--- config.mk ---
export PLATFORM = sky130hd
export DESIGN_NAME = mv_src_unit
export DESIGN_NICKNAME = d
export VERILOG_FILES = /design/src/rtl/mvsrc_pkg.sv /design/src/rtl/mvsrc_decode.sv /design/src/rtl/mvsrc_regfile.sv /design/src/rtl/mvsrc_seq.sv /design/src/rtl/mv_src_unit.sv
export SDC_FILE = /design/constraint.sdc
export NUM_CORES = 1
export LEC_CHECK = 0
export ABC_AREA = 1
export BUFFER_PORTS_ARGS = -buffer_cell sky130_fd_sc_hd__buf_4
export CAP_MARGIN = 20
export CORE_MARGIN = 5
export CORE_UTILIZATION = 45
export DETAILED_ROUTE_END_ITERATION = 16
export GPL_TIMING_DRIVEN = 0
export RECOVER_POWER = 50
export SETUP_SLACK_MARGIN = 0.15
export SLEW_MARGIN = 20
export SYNTH_ARGS = -nofsm -noshare
export SYNTH_HDL_FRONTEND = slang
export SYNTH_HIERARCHICAL = 1
export SYNTH_SLANG_ARGS = --single-unit
--- constraint.sdc ---
create_clock -name clk -period 3.6 [get_ports clk]
set_input_delay 1.08 -clock clk [delete_from_list [all_inputs] [get_ports clk]]
set_output_delay 1.08 -clock clk [all_outputs]
set_load 0.02 [all_outputs]
--- src/rtl/mvsrc_pkg.sv ---
package mvsrc_pkg;
  typedef enum logic [1:0] {
    SRC_DEV = 2'd0,
    SRC_IMM = 2'd1,
    SRC_REG = 2'd2,
    SRC_MEM = 2'd3
  } src_kind_e;

  typedef enum logic {
    SQ_IDLE = 1'b0,
    SQ_RUN  = 1'b1
  } seq_state_e;

  localparam int SEL_W   = 8;
  localparam int IMM_W   = 6;
  localparam int DEVA_W  = 7;
  localparam int FIELD_W = 4;
endpackage

--- src/rtl/mvsrc_decode.sv ---
module mvsrc_decode
  import mvsrc_pkg::*;
#(
  parameter int DW = 16
) (
  input  logic [SEL_W-1:0]   sel,
  output src_kind_e          kind,
  output logic               post_inc,
  output logic [FIELD_W-1:0] reg_idx,
  output logic [DEVA_W-1:0]  dev_field,
  output logic [DW-1:0]      imm_value
);
  function automatic logic [DW-1:0] widen_signed(input logic [IMM_W-1:0] f);
    logic [DW-1:0] r;
    for (int b = 0; b < DW; b++) r[b] = (b < IMM_W) ? f[b] : f[IMM_W-1];
    return r;
  endfunction

  always_comb begin
    reg_idx   = sel[FIELD_W-1:0];
    dev_field = sel[DEVA_W-1:0];
    imm_value = widen_signed(sel[IMM_W-1:0]);
    post_inc  = 1'b0;
    if (!sel[7]) begin
      kind = SRC_DEV;
    end else if (!sel[6]) begin
      kind = SRC_IMM;
    end else if (!sel[5]) begin
      kind     = SRC_REG;
      post_inc = sel[4];
    end else begin
      kind     = SRC_MEM;
      post_inc = sel[4];
    end
  end
endmodule

--- src/rtl/mvsrc_regfile.sv ---
module mvsrc_regfile #(
  parameter int DW   = 16,
  parameter int NREG = 16,
  localparam int IW  = $clog2(NREG)
) (
  input  logic          clk,
  input  logic          rst_n,
  input  logic [IW-1:0] rd_idx,
  output logic [DW-1:0] rd_data,
  input  logic          inc_we,
  input  logic [IW-1:0] inc_idx,
  input  logic [DW-1:0] inc_data,
  input  logic          ext_we,
  input  logic [IW-1:0] ext_idx,
  input  logic [DW-1:0] ext_data
);
  logic [DW-1:0] regs [NREG];

  for (genvar g = 0; g < NREG; g++) begin : g_reg
    logic hit_inc, hit_ext;
    assign hit_inc = inc_we && (inc_idx == IW'(g));
    assign hit_ext = ext_we && (ext_idx == IW'(g));
    always_ff @(posedge clk) begin
      if (!rst_n)       regs[g] <= '0;
      else if (hit_inc) regs[g] <= inc_data;
      else if (hit_ext) regs[g] <= ext_data;
    end
  end

  assign rd_data = regs[rd_idx];

  // increment result survives a same-index external write
  a_r10_inc_wins: assert property (@(posedge clk) disable iff (!rst_n)
    (inc_we && ext_we && inc_idx == ext_idx) |=> regs[$past(inc_idx)] == $past(inc_data));
  // a lone external write lands
  a_r10_ext_write: assert property (@(posedge clk) disable iff (!rst_n)
    (ext_we && !(inc_we && inc_idx == ext_idx)) |=> regs[$past(ext_idx)] == $past(ext_data));
endmodule

--- src/rtl/mvsrc_seq.sv ---
module mvsrc_seq
  import mvsrc_pkg::*;
(
  input  logic      clk,
  input  logic      rst_n,
  input  logic      start,
  input  src_kind_e kind,
  input  logic      mem_ack,
  input  logic      dev_ack,
  output logic      accept,
  output logic      run,
  output logic      finish
);
  seq_state_e st_q;

  assign run    = (st_q == SQ_RUN);
  assign accept = (st_q == SQ_IDLE) && start;

  always_comb begin
    finish = 1'b0;
    if (run) begin
      case (kind)
        SRC_MEM: finish = mem_ack;
        SRC_DEV: finish = dev_ack;
        default: finish = 1'b1;
      endcase
    end
  end

  always_ff @(posedge clk) begin
    if (!rst_n)      st_q <= SQ_IDLE;
    else if (accept) st_q <= SQ_RUN;
    else if (finish) st_q <= SQ_IDLE;
  end

  // a start during an unfinished operation does not end or restart it
  a_r9_busy_ignores_start: assert property (@(posedge clk) disable iff (!rst_n)
    (run && start && !finish) |=> run);
  // bus kinds cannot complete without an acknowledge
  a_r8_no_ack_no_finish: assert property (@(posedge clk) disable iff (!rst_n)
    (run && kind == SRC_MEM && !mem_ack) |-> !finish);
endmodule

--- src/rtl/mv_src_unit.sv ---
module mv_src_unit
  import mvsrc_pkg::*;
#(
  parameter int DW   = 16,
  parameter int NREG = 16
) (
  input  logic          clk,
  input  logic          rst_n,
  input  logic          start,
  input  logic [7:0]    src_sel,
  output logic [DW-1:0] value,
  output logic          done,
  output logic          stall,
  input  logic          rf_wr_en,
  input  logic [3:0]    rf_wr_idx,
  input  logic [DW-1:0] rf_wr_data,
  output logic          mem_req,
  output logic [DW-1:0] mem_addr,
  input  logic [DW-1:0] mem_rdata,
  input  logic          mem_ack,
  output logic          dev_req,
  output logic [6:0]    dev_addr,
  input  logic [DW-1:0] dev_rdata,
  input  logic          dev_ack
);
  localparam int IW = $clog2(NREG);

  function automatic logic [DW-1:0] bump(input logic [DW-1:0] x);
    return x + DW'(1);
  endfunction

  logic [SEL_W-1:0]   sel_q;
  src_kind_e          kind;
  logic               post_inc;
  logic [FIELD_W-1:0] reg_idx;
  logic [DEVA_W-1:0]  dev_field;
  logic [DW-1:0]      imm_value;
  logic               accept, run, finish;
  logic [DW-1:0]      rd_data;
  logic               wb_fire;
  logic [DW-1:0]      result;
  logic [DW-1:0]      value_q;
  logic               done_q;

  mvsrc_decode #(.DW(DW)) u_dec (
    .sel(sel_q), .kind(kind), .post_inc(post_inc), .reg_idx(reg_idx),
    .dev_field(dev_field), .imm_value(imm_value)
  );

  mvsrc_seq u_seq (
    .clk(clk), .rst_n(rst_n), .start(start), .kind(kind),
    .mem_ack(mem_ack), .dev_ack(dev_ack),
    .accept(accept), .run(run), .finish(finish)
  );

  assign wb_fire = finish && post_inc;

  mvsrc_regfile #(.DW(DW), .NREG(NREG)) u_rf (
    .clk(clk), .rst_n(rst_n),
    .rd_idx(IW'(reg_idx)), .rd_data(rd_data),
    .inc_we(wb_fire), .inc_idx(IW'(reg_idx)), .inc_data(bump(rd_data)),
    .ext_we(rf_wr_en), .ext_idx(IW'(rf_wr_idx)), .ext_data(rf_wr_data)
  );

  always_ff @(posedge clk) begin
    if (!rst_n)      sel_q <= '0;
    else if (accept) sel_q <= src_sel;
  end

  always_comb begin
    case (kind)
      SRC_DEV: result = dev_rdata;
      SRC_IMM: result = imm_value;
      SRC_REG: result = rd_data;
      default: result = mem_rdata;
    endcase
  end

  always_ff @(posedge clk) begin
    if (!rst_n) begin
      value_q <= '0;
      done_q  <= 1'b0;
    end else begin
      done_q <= finish;
      if (finish) value_q <= result;
    end
  end

  assign value    = value_q;
  assign done     = done_q;
  assign stall    = run;
  assign mem_req  = run && (kind == SRC_MEM);
  assign mem_addr = rd_data;
  assign dev_req  = run && (kind == SRC_DEV);
  assign dev_addr = dev_field;

  // one bus at a time, only while active
  a_r11_bus_exclusive: assert property (@(posedge clk) disable iff (!rst_n)
    !(mem_req && dev_req));
  a_r11_req_needs_stall: assert property (@(posedge clk) disable iff (!rst_n)
    (mem_req || dev_req) |-> stall);
  // waiting requests hold their address
  a_r8_mem_hold: assert property (@(posedge clk) disable iff (!rst_n)
    (mem_req && !mem_ack) |=> (mem_req && $stable(mem_addr)));
  a_r8_dev_hold: assert property (@(posedge clk) disable iff (!rst_n)
    (dev_req && !dev_ack) |=> (dev_req && $stable(dev_addr)));
  // addressing register unchanged while a memory load waits
  a_r8_reg_frozen: assert property (@(posedge clk) disable iff (!rst_n)
    (mem_req && !mem_ack && !rf_wr_en) |=> $stable(rd_data));
  // done is a single pulse that follows an active cycle
  a_r3_done_pulse: assert property (@(posedge clk) disable iff (!rst_n)
    done |=> !done);
  a_r3_done_after_run: assert property (@(posedge clk) disable iff (!rst_n)
    $rose(done) |-> $past(run));
endmodule

==> metrics.yaml, run 1 <==
placed_design:
  place_congestion: 0.919
  hpwl_mm: 43.3
  dp.cells: 2594
  port_buffers: 92
route:
  drt_iter0_markers: 1800
  first_pass_iters: 5
  wl_mm: 59.6
  drtAntennaViolNets: 0
  vias_per_cell: 5.70
  drc_errors: 0
  num_vias: 15500
  wire_per_inst_um: 22.0
global_route:
  overflow: 0
  grt_pass1_vias: 14700
  grt_max_degree: 17
  grtUsageTotal_pct: 29.4
  grt_pass1_wl_mm: 87.8
  antenna_found_initial: 0
floorplanning:
  fp-row-count: 69
  fp.dieH_um: 199
  initial_utilization_pct: 45.4
  die_w_um: 199
  die_area_mm2: 0.0396
  core_mm2: 0.0354
  io_pins: 109
pwr:
  peakVddDrop_mv: 0.301
  seq_power_share_pct: 41.2
  power.switching_w: 0.00289
  clkPwrFrac_pct: 36.3
  internal_power_w: 0.00644
  powerDensity_mw_per_mm2: 473
  p_leak_nw: 8.31
  combPwrFrac_pct: 22.5
  swShare_pct: 31.0
timing:
  worst_slew_margin_rel_pct: 36.9
  period_needed_ns: 3.50
  grt_setup_unrepaired: "true"
  finalSetupViolations: 0
  worst_slew_pin_slew_ns: 0.945
  fin_setup_tns_ns: 0
  holdWs_ns: 0.520
  fin_crit_sh_pct: 97.1
  max_freq_ghz: 0.286
  finClkSkew_ns: 0.0220
  drv_slew: 0
  finalHoldViolations: 0
logic_synthesis:
  synth_area_mm2: 0.0161
  synth_largest_area_cell: "edfxtp_1"
  synth_edf_count: 256
  yosysUniqueCellTypes: 37
  synth_area_per_cell_um2: 7.87
  syn_nets: 2110
  synthTopCellsByCount: "nand2_1 (817), edfxtp_1 (256), o21ai_0 (208)"
  synthArstFlopShare_pct: 0
  yosys_warnings: 6
  ys_ff_latch: 282
  synth-simple-area-share_pct: 30.0
  synth_top_cells_by_area: "edfxtp_1 (48%), nand2_1 (19%), o21ai_0 (6.5%)"
  synth_top_area_share_pct: 47.8
  synth-compound-area-share_pct: 9.26
  synth.most_common_cell: "nand2_1"
  synthAdderAreaFrac_pct: 0.234
  synthXorXnorAreaFrac_pct: 0.491
  synth_cells: 2041
  yosys-mux-area-fraction_pct: 0
  synth_seq_area_share_pct: 51.1
  synth_top_family_by_area: "simple AND/OR/NAND/NOR gates"
  synthFlopType: "edfxtp_1"
setup_path:
  crit_fanout: 10
  critPathRequiredTime_ns: 2.52
  start_kind: "flip-flop"
  criticalPathCategory: "flip-flop to primary output"
  arrival_ns: 2.42
  cp-end-kind: "primary output"
job:
  cap_violations: 0
finish:
  fin_nets: 2299
  syn_to_final_growth_pct: 22.7
  diodes: 0
  final_cells: 2716
  drive_above_1_share_pct: 19.7
clock_tree:
  cts_hold_buffers: 0
  cts_buffer_depth: 3
  clk_pin_slew_ns: 0.06
  numCtsBuffers: 34
  insertion_delay_ns: 0.52
  cts.sinks: 282
  cts_root_buf: "clkbuf_16"
  cts.htree.levels: 2
  tritoncts: "done"
hold_path:
  holdCritPathClass: "flip-flop to flip-flop"
outcome:
  status: "completed"
## flip-flops by register name, summed over array words and instances (netlist names)
signal	cells
value	16
u_seq/run	1
sel_q	8
done	1
u_rf/regs	256
## timing repair
item	CTS	global route
endpoints found under the setup margin	515	445
pin swaps	22	14
buffers inserted	38	24
cloned	0	1
resized for setup	183	102
## cell families after synthesis
logic type / after synthesis
AOI/OAI and AO/OA: 280
adders and majority gates: 3
buffers and inverters: 315
DFF: 282
xor gates and xnor gates: 9
and+or+nand+nor: 1152
## through the flow
step | power, W | setup WS (ns) | util [%] | area, um2
3_3_place_gp | 0.00557 | -1.29 | 49.0 | 17300
6_report | 0.00932 | 0.103 | 55.7 | 19700
5_1_grt | 0.00965 | 0.0343 | 55.7 | 19700
3_5_place_dp | 0.00559 | -1.30 | 49.0 | 17300
4_1_cts | 0.00922 | 0.0884 | 54.5 | 19300
2_1_floorplan | 0.00487 | 0.382 | - | 16100
## critical path: stages (launching register included)
cell,delay (ns)
dfxtp_1,0.39
buf_6,0.16
buf_8,0.16
inv_4,0.06
buf_12,0.15
buf_4,0.18
nand2_1,0.07
nand3_1,0.12
nand3_1,0.14
nand3_2,0.16
nand2_4,0.15
buf_4,0.15
## layer usage
metal | track usage, % | vias to the layer above | wire [um]
met5 | 0 | - | 0
met4 | 11.1 | 0 | 2320
met3 | 3.15 | 132 | 5830
met2 | 46.4 | 898 | 27300
met1 | 42.1 | 7390 | 24200
li1 | - | 7066 | -
## cells in the final DEF (no fill, tap or decap), types with 15 or more instances in the layout
cell	Yosys	routed
nand3_1	178	149
clkbuf_1	37	36
nor2_1	95	87
dfxtp_1	26	24
nand2_1	817	790
nand3_2	1	27
o21ai_0	208	200
buf_4	37	166
clkbuf_16	0	37
nand2_2	15	22
inv_1	161	149
edfxtp_1	256	256
o22ai_1	48	48
buf_6	4	22
buf_2	36	23
buf_1	25	15
nand2_4	0	15
nor2_4	10	16
## final cells by class
class | count | area (um2)
plain buffers | 144 | 1100
clock buffers | 43 | 948
clock inverters | 18 | 135
fillers | 3367 | 15700
inverters | 169 | 667
multi-input cells | 1444 | 6970
flip-flops and latches | 282 | 8210
well taps | 461 | 577
repair buffers | 154 | 1110
repair inverters | 1 | 7.51
## worst paths after layout
check           start               end  slack [ns]  cells after the start
max          sel_q[0]       mem_addr[8]        0.10                     11
min          value[5]          value[5]        0.52                      2
max reg2reg  sel_q[0]  u_rf/regs[8][10]        0.23                     20
min reg2reg  value[5]          value[5]        0.52                      2
## power by group through the flow
stage | Sequential, W | Clock, W | Combinational (W)
floorplan | 0.00390 | 0 | 0.000965
global placement | 0.00391 | 0 | 0.00166
detailed placement | 0.00391 | 0 | 0.00168
CTS | 0.00384 | 0.00343 | 0.00195
global route | 0.00385 | 0.00358 | 0.00222
finish | 0.00384 | 0.00339 | 0.00209
No activity file was read; power rests on OpenSTA's default activity.
==> run 2: changes to the inputs <==
PLACE_DENSITY_LB_ADDON = 0.08   (was not set)
==> run 2 against run 1 <==
Compared with the run above:
- combinational power about the same
- register-to-register slack barely moved
- critical endpoint is now mem_addr[2]
- critical path depth stayed put
- worst hold slack improved by 0.00080 ns
- sequential share of layout area is 0.25 points higher
==> metrics.yaml, run 2 (synthesis gave the netlist of run 1 again) <==
route:
  num_vias: 15500
  wl_mm: 60.2
  first_pass_iters: 6
  drc_errors: 0
  vias_per_cell: 5.70
  drtAntennaViolNets: 0
  wire_per_inst_um: 22.2
  drt_iter0_markers: 1959
hold_path:
  hold-path-cell-count: 2
  holdCritPathClass: "flip-flop to flip-flop"
floorplanning:
  die_w_um: 199
  fp-row-count: 69
  die_area_mm2: 0.0396
  initial_utilization_pct: 45.4
  io_pins: 109
  fp.dieH_um: 199
  core_mm2: 0.0354
clock_tree:
  insertion_delay_ns: 0.53
  clk_pin_slew_ns: 0.06
  cts_buffer_depth: 3
  cts_root_buf: "clkbuf_16"
  numCtsBuffers: 35
  cts_hold_buffers: 0
  cts.htree.levels: 2
  tritoncts: "done"
  cts.sinks: 282
setup_path:
  cp-end-kind: "primary output"
  crit_fanout: 10
  crit_slowest_cell: "dfxtp_2"
  reg2reg_depth: 18
  worst_path_largest_cell_delay_ns: 0.36
  criticalPathCategory: "flip-flop to primary output"
  crit_chain: "buf_6 -> buf_12 -> inv_6 -> clkbuf_16 -> buf_6 -> nand2_1 -> nand3_1 -> nand3_1 -> nand3_1 -> nand2_4 -> buf_4"
  cp.depth: 11
  start_kind: "flip-flop"
  crit_buf_inv: 6
  arrival_ns: 2.38
  cp_common_cell: "nand3_1"
  path_delay_family: "buffers and inverters"
  critPathRequiredTime_ns: 2.52
finish:
  layout_common_cells: "nand2_1 (789), edfxtp_1 (256), o21ai_0 (201), buf_4 (166), nand3_1 (155)"
  top_register: "u_rf/regs"
  final_common_cell: "nand2_1"
  fin_nets: 2297
  syn_to_final_growth_pct: 22.0
  largest_reg_flops: 256
  drive_above_1_share_pct: 19.0
global_route:
  grt_pass1_vias: 14600
  grtUsageTotal_pct: 29.6
  grt_pass1_wl_mm: 87.7
  grt_max_degree: 17
  overflow: 0
  antenna_found_initial: 0
timing:
  fin_crit_sh_pct: 96.2
  fin_setup_tns_ns: 0
  finalHoldViolations: 0
  grt_setup_unrepaired: "true"
  max_freq_ghz: 0.289
  holdWs_ns: 0.521
  period_needed_ns: 3.46
  worst_slew_pin_slew_ns: 1.01
  worst_slew_margin_rel_pct: 32.2
  drv_slew: 0
  finClkSkew_ns: 0.0151
  finalSetupViolations: 0
pwr:
  peakVddDrop_mv: 0.369
  p_leak_nw: 8.26
  powerDensity_mw_per_mm2: 472
placed_design:
  port_buffers: 92
  hpwl_mm: 43.5
  place_congestion: 0.925
outcome:
  status: "completed"
job:
  cap_violations: 0
run 2: power breakdown:
part | total [W] | internal [W] | switching, W
Sequential | 0.00384 | 0.00377 | 0.0000770
Combinational | 0.00210 | 0.000664 | 0.00143
Clock | 0.00332 | 0.00193 | 0.00139
Total | 0.00926 | 0.00636 | 0.00290
run 2: metrics by stage:
| stage | total power (W) | cells | util (%) | setup WS (ns) | instance area (um2) |
|---|---|---|---|---|---|
| floorplan | 0.00487 | 2041 | - | 0.382 | 16100 |
| global placement | 0.00557 | 2594 | 49.0 | -1.39 | 17300 |
| detailed placement | 0.00559 | 2594 | 49.0 | -1.37 | 17300 |
| CTS | 0.00919 | 2700 | 54.7 | 0.127 | 19400 |
| global route | 0.00957 | 2714 | 55.4 | 0.0565 | 19600 |
| finish | 0.00926 | 2715 | 55.4 | 0.136 | 19600 |
run 2: tightest hold or removal path: cells and delay by family, from the launching register on:
family,cells,cell delay [ns]
AOI/OAI and AO/OA,1,0.07
DFF,1,0.33
and+or+nand+nor,1,0.09
run 2: worst paths after layout:
check / start / to / slack [ns]
max reg2reg: sel_q[1] / u_rf/regs[8][11] / 0.24
min reg2reg: value[9] / value[9] / 0.52
max: sel_q[0] / mem_addr[2] / 0.14
min: value[9] / value[9] / 0.52
run 2: routing by layer:
metal | GRT usage [%] | routed length (um) | share of wire [%]
met3 | 7.06 | 6730 | 11
met4 | 12.6 | 2850 | 4.7
met5 | 0 | 0 | 0
met2 | 45.7 | 26900 | 45
met1 | 40.2 | 23600 | 39
run 2: repair_timing:
action,CTS,global route
pin swaps,25,8
cloned,0,1
resized for setup,195,84
buffers inserted,46,13
setup endpoints to repair,522,405
run 2: area by class of cell:
| cell class | instances | area (um2) |
|---|---|---|
| Inverter | 169 | 666 |
| Clock buffer | 42 | 945 |
| Tap cell | 461 | 577 |
| Sequential cell | 282 | 8210 |
| Timing Repair Buffer | 152 | 1100 |
| Fill cell | 3369 | 15800 |
| Clock inverter | 20 | 111 |
| Antenna cell | 1 | 2.50 |
| Multi-Input combinational cell | 1444 | 6920 |
| Buffer | 144 | 1080 |
==> run 3: changes to the inputs <==
ABC_AREA = not set   (was 1)
==> run 3 against run 2 <==
Compared with the run above:
- the run now ends with setup timing left
- synthesized cell count is 47% lower
- clock power is 8.1% lower
- critical path depth is 3 lower
- clock skew is 0.0036 ns lower
- first-iteration DRC count is 54% lower
==> metrics.yaml, run 3 <==
finish:
  largest_reg_flops: 256
  syn_to_final_growth_pct: 21.7
  diodes: 0
  layout_common_cells: "edfxtp_1 (256), a32o_1 (177), buf_4 (130), mux4_2 (72), clkbuf_1 (70)"
  fill_cells: 2816
  fin_util_pct: 55.3
  drive_above_1_share_pct: 35.9
  fin_nets: 1313
  final_cells: 1714
  top_register: "u_rf/regs"
  final_common_cell: "edfxtp_1"
logic_synthesis:
  yosys_warnings: 6
  synthArstFlopShare_pct: 0
  synth_seq_area_share_pct: 54.1
  synth_cells: 1073
  synth.most_common_cell: "edfxtp_1"
  synth_top_area_share_pct: 50.7
  synth_area_mm2: 0.0152
  synth_top_cells_by_area: "edfxtp_1 (51%), a32o_1 (12%), mux4_2 (11%)"
  syn_nets: 1142
  synth_edf_count: 256
  synth_largest_area_cell: "edfxtp_1"
  synth_area_per_cell_um2: 14.1
  synthTopCellsByCount: "edfxtp_1 (256), a32o_1 (177), clkbuf_1 (87)"
  yosysUniqueCellTypes: 47
  synthFlopType: "edfxtp_1"
  ys_ff_latch: 282
clock_tree:
  cts_root_buf: "clkbuf_16"
  insertion_delay_ns: 0.56
  cts.sinks: 282
  cts_buffer_depth: 3
  numCtsBuffers: 31
  tritoncts: "done"
  clk_pin_slew_ns: 0.06
  cts.htree.levels: 1
  cts_hold_buffers: 0
placed_design:
  dp.cells: 1613
  place_congestion: 0.949
  hpwl_mm: 36.2
  port_buffers: 92
global_route:
  grt_max_degree: 17
  grt_pass1_vias: 11500
  grtUsageTotal_pct: 24.4
  antenna_found_initial: 0
  grt_pass1_wl_mm: 71.4
  overflow: 0
route:
  drt_iter0_markers: 902
  vias_per_cell: 6.39
  wl_mm: 47.5
  wire_per_inst_um: 27.7
  num_vias: 11000
  drc_errors: 0
  first_pass_iters: 6
  drtAntennaViolNets: 0
setup_path:
  worstReg2RegStart: "sel_q[0]"
  cp-end-kind: "primary output"
  crit_fanout: 5
  r2r-end: "u_rf/regs[1][15]"
  start_kind: "flip-flop"
  arrival_ns: 2.52
  startpoint: "sel_q[0]"
  criticalPathCategory: "flip-flop to primary output"
  critPathRequiredTime_ns: 2.52
  r2r_slack_ns: 0.18
  reg2reg_depth: 15
outcome:
  status: "complete, but fails checks"
  violations: "setup timing"
floorplanning:
  die_area_mm2: 0.0375
  fp.dieH_um: 194
  core_mm2: 0.0334
  io_pins: 109
  fp-row-count: 67
  die_w_um: 194
  initial_utilization_pct: 45.5
hold_path:
  min_from: "value[14]"
  hold-path-cell-count: 2
  hold_end: "value[14]"
  holdCritPathClass: "flip-flop to flip-flop"
timing:
  worst_slew_pin_slew_ns: 0.833
  drv_slew: 0
  fin_setup_tns_ns: -0.00700
  fin_ws_ns: -0.00375
  finClkSkew_ns: 0.0115
  finalSetupViolations: 2
  holdWs_ns: 0.518
  max_freq_ghz: 0.277
  worst_slew_margin_rel_pct: 44.5
  fin_crit_sh_pct: 100
  grt_setup_unrepaired: "true"
  finalHoldViolations: 0
  period_needed_ns: 3.60
pwr:
  p_leak_nw: 6.21
  peakVddDrop_mv: 0.413
  powerDensity_mw_per_mm2: 455
job:
  cap_violations: 0
## run 3: changes by cell type after synthesis, moves of 78 or more
cell,delta
nand2_1,-761
o21ai_0,-208
a32o_1,+177
nand3_1,-173
nor2_1,-78
inv_1,-154
## run 3: worst max-delay path, stage by stage (launching register included)
cell	delay (ns)
dfxtp_2	0.34
buf_6	0.13
buf_12	0.14
buf_12	0.11
buf_12	0.12
mux4_2	0.51
a22oi_2	0.32
nand2_2	0.14
buf_6	0.16
## run 3: cell families (layout without fill, tap and decap cells)
logic type	count (synthesis)	after routing	synth area share, %
and+or+nand+nor	152	152	5.31
muxes	104	104	13.7
AOI/OAI and AO/OA	324	324	19.9
adders and majority gates	3	3	0.248
xor gates and xnor gates	14	14	0.808
buffers and inverters	194	387	5.97
DFF	282	282	54.1
## run 3: per-stage QoR
stage	area (um2)	worst slack [ns]	total power, W
after CTS	18400	-0.0180	0.00842
final	18500	-0.00375	0.00840
after detailed placement	16400	-1.51	0.00516
after floorplan	15200	0.225	0.00466
after global routing	18500	-0.0769	0.00870
after global placement	16400	-1.50	0.00514
## run 3: power by group
group / total [W] / leakage, nW / internal, W / switching [W]
registers: 0.00382 / 2.68 / 0.00376 / 0.0000609
logic: 0.00153 / 3.06 / 0.000599 / 0.000933
clock network: 0.00305 / 0.470 / 0.00178 / 0.00127
## run 3: final cells by class
type                            count  area (um2)  share of cell area [%]
Multi-Input combinational cell    597        6430                    34.8
Sequential cell                   282        8210                    44.5
Buffer                            186        1150                    6.23
Inverter                            7        26.3                   0.142
Clock inverter                     17         159                   0.861
Timing Repair Buffer              139        1120                    6.09
Clock buffer                       38         802                    4.34
Tap cell                          448         561                    3.04
## run 3: metal layers
metal	GRT usage, %	routed length [um]	up-vias
met1	34.4	20200	5563
met5	0	0	-
met2	40.9	22800	513
met4	5.01	911	0
li1	-	-	4816
met3	3.62	3620	61
## run 3: worst max path at each step
stage                     cells past startpoint                end  slack, ns
after floorplan                              13  u_rf/regs[10][12]       0.22
after global placement                       13   u_rf/regs[2][15]      -1.50
after detailed placement                     13   u_rf/regs[1][15]      -1.51
after CTS                                     8        mem_addr[4]      -0.02
after global routing                          8        mem_addr[7]      -0.08
final                                         8        mem_addr[7]     -0.004
## run 3: repair_timing
item	4_1_cts	5_1_grt
endpoints found under the setup margin	544	183
pin swaps	36	11
resized for setup	199	38
buffers inserted	35	9
gates cloned	3	0
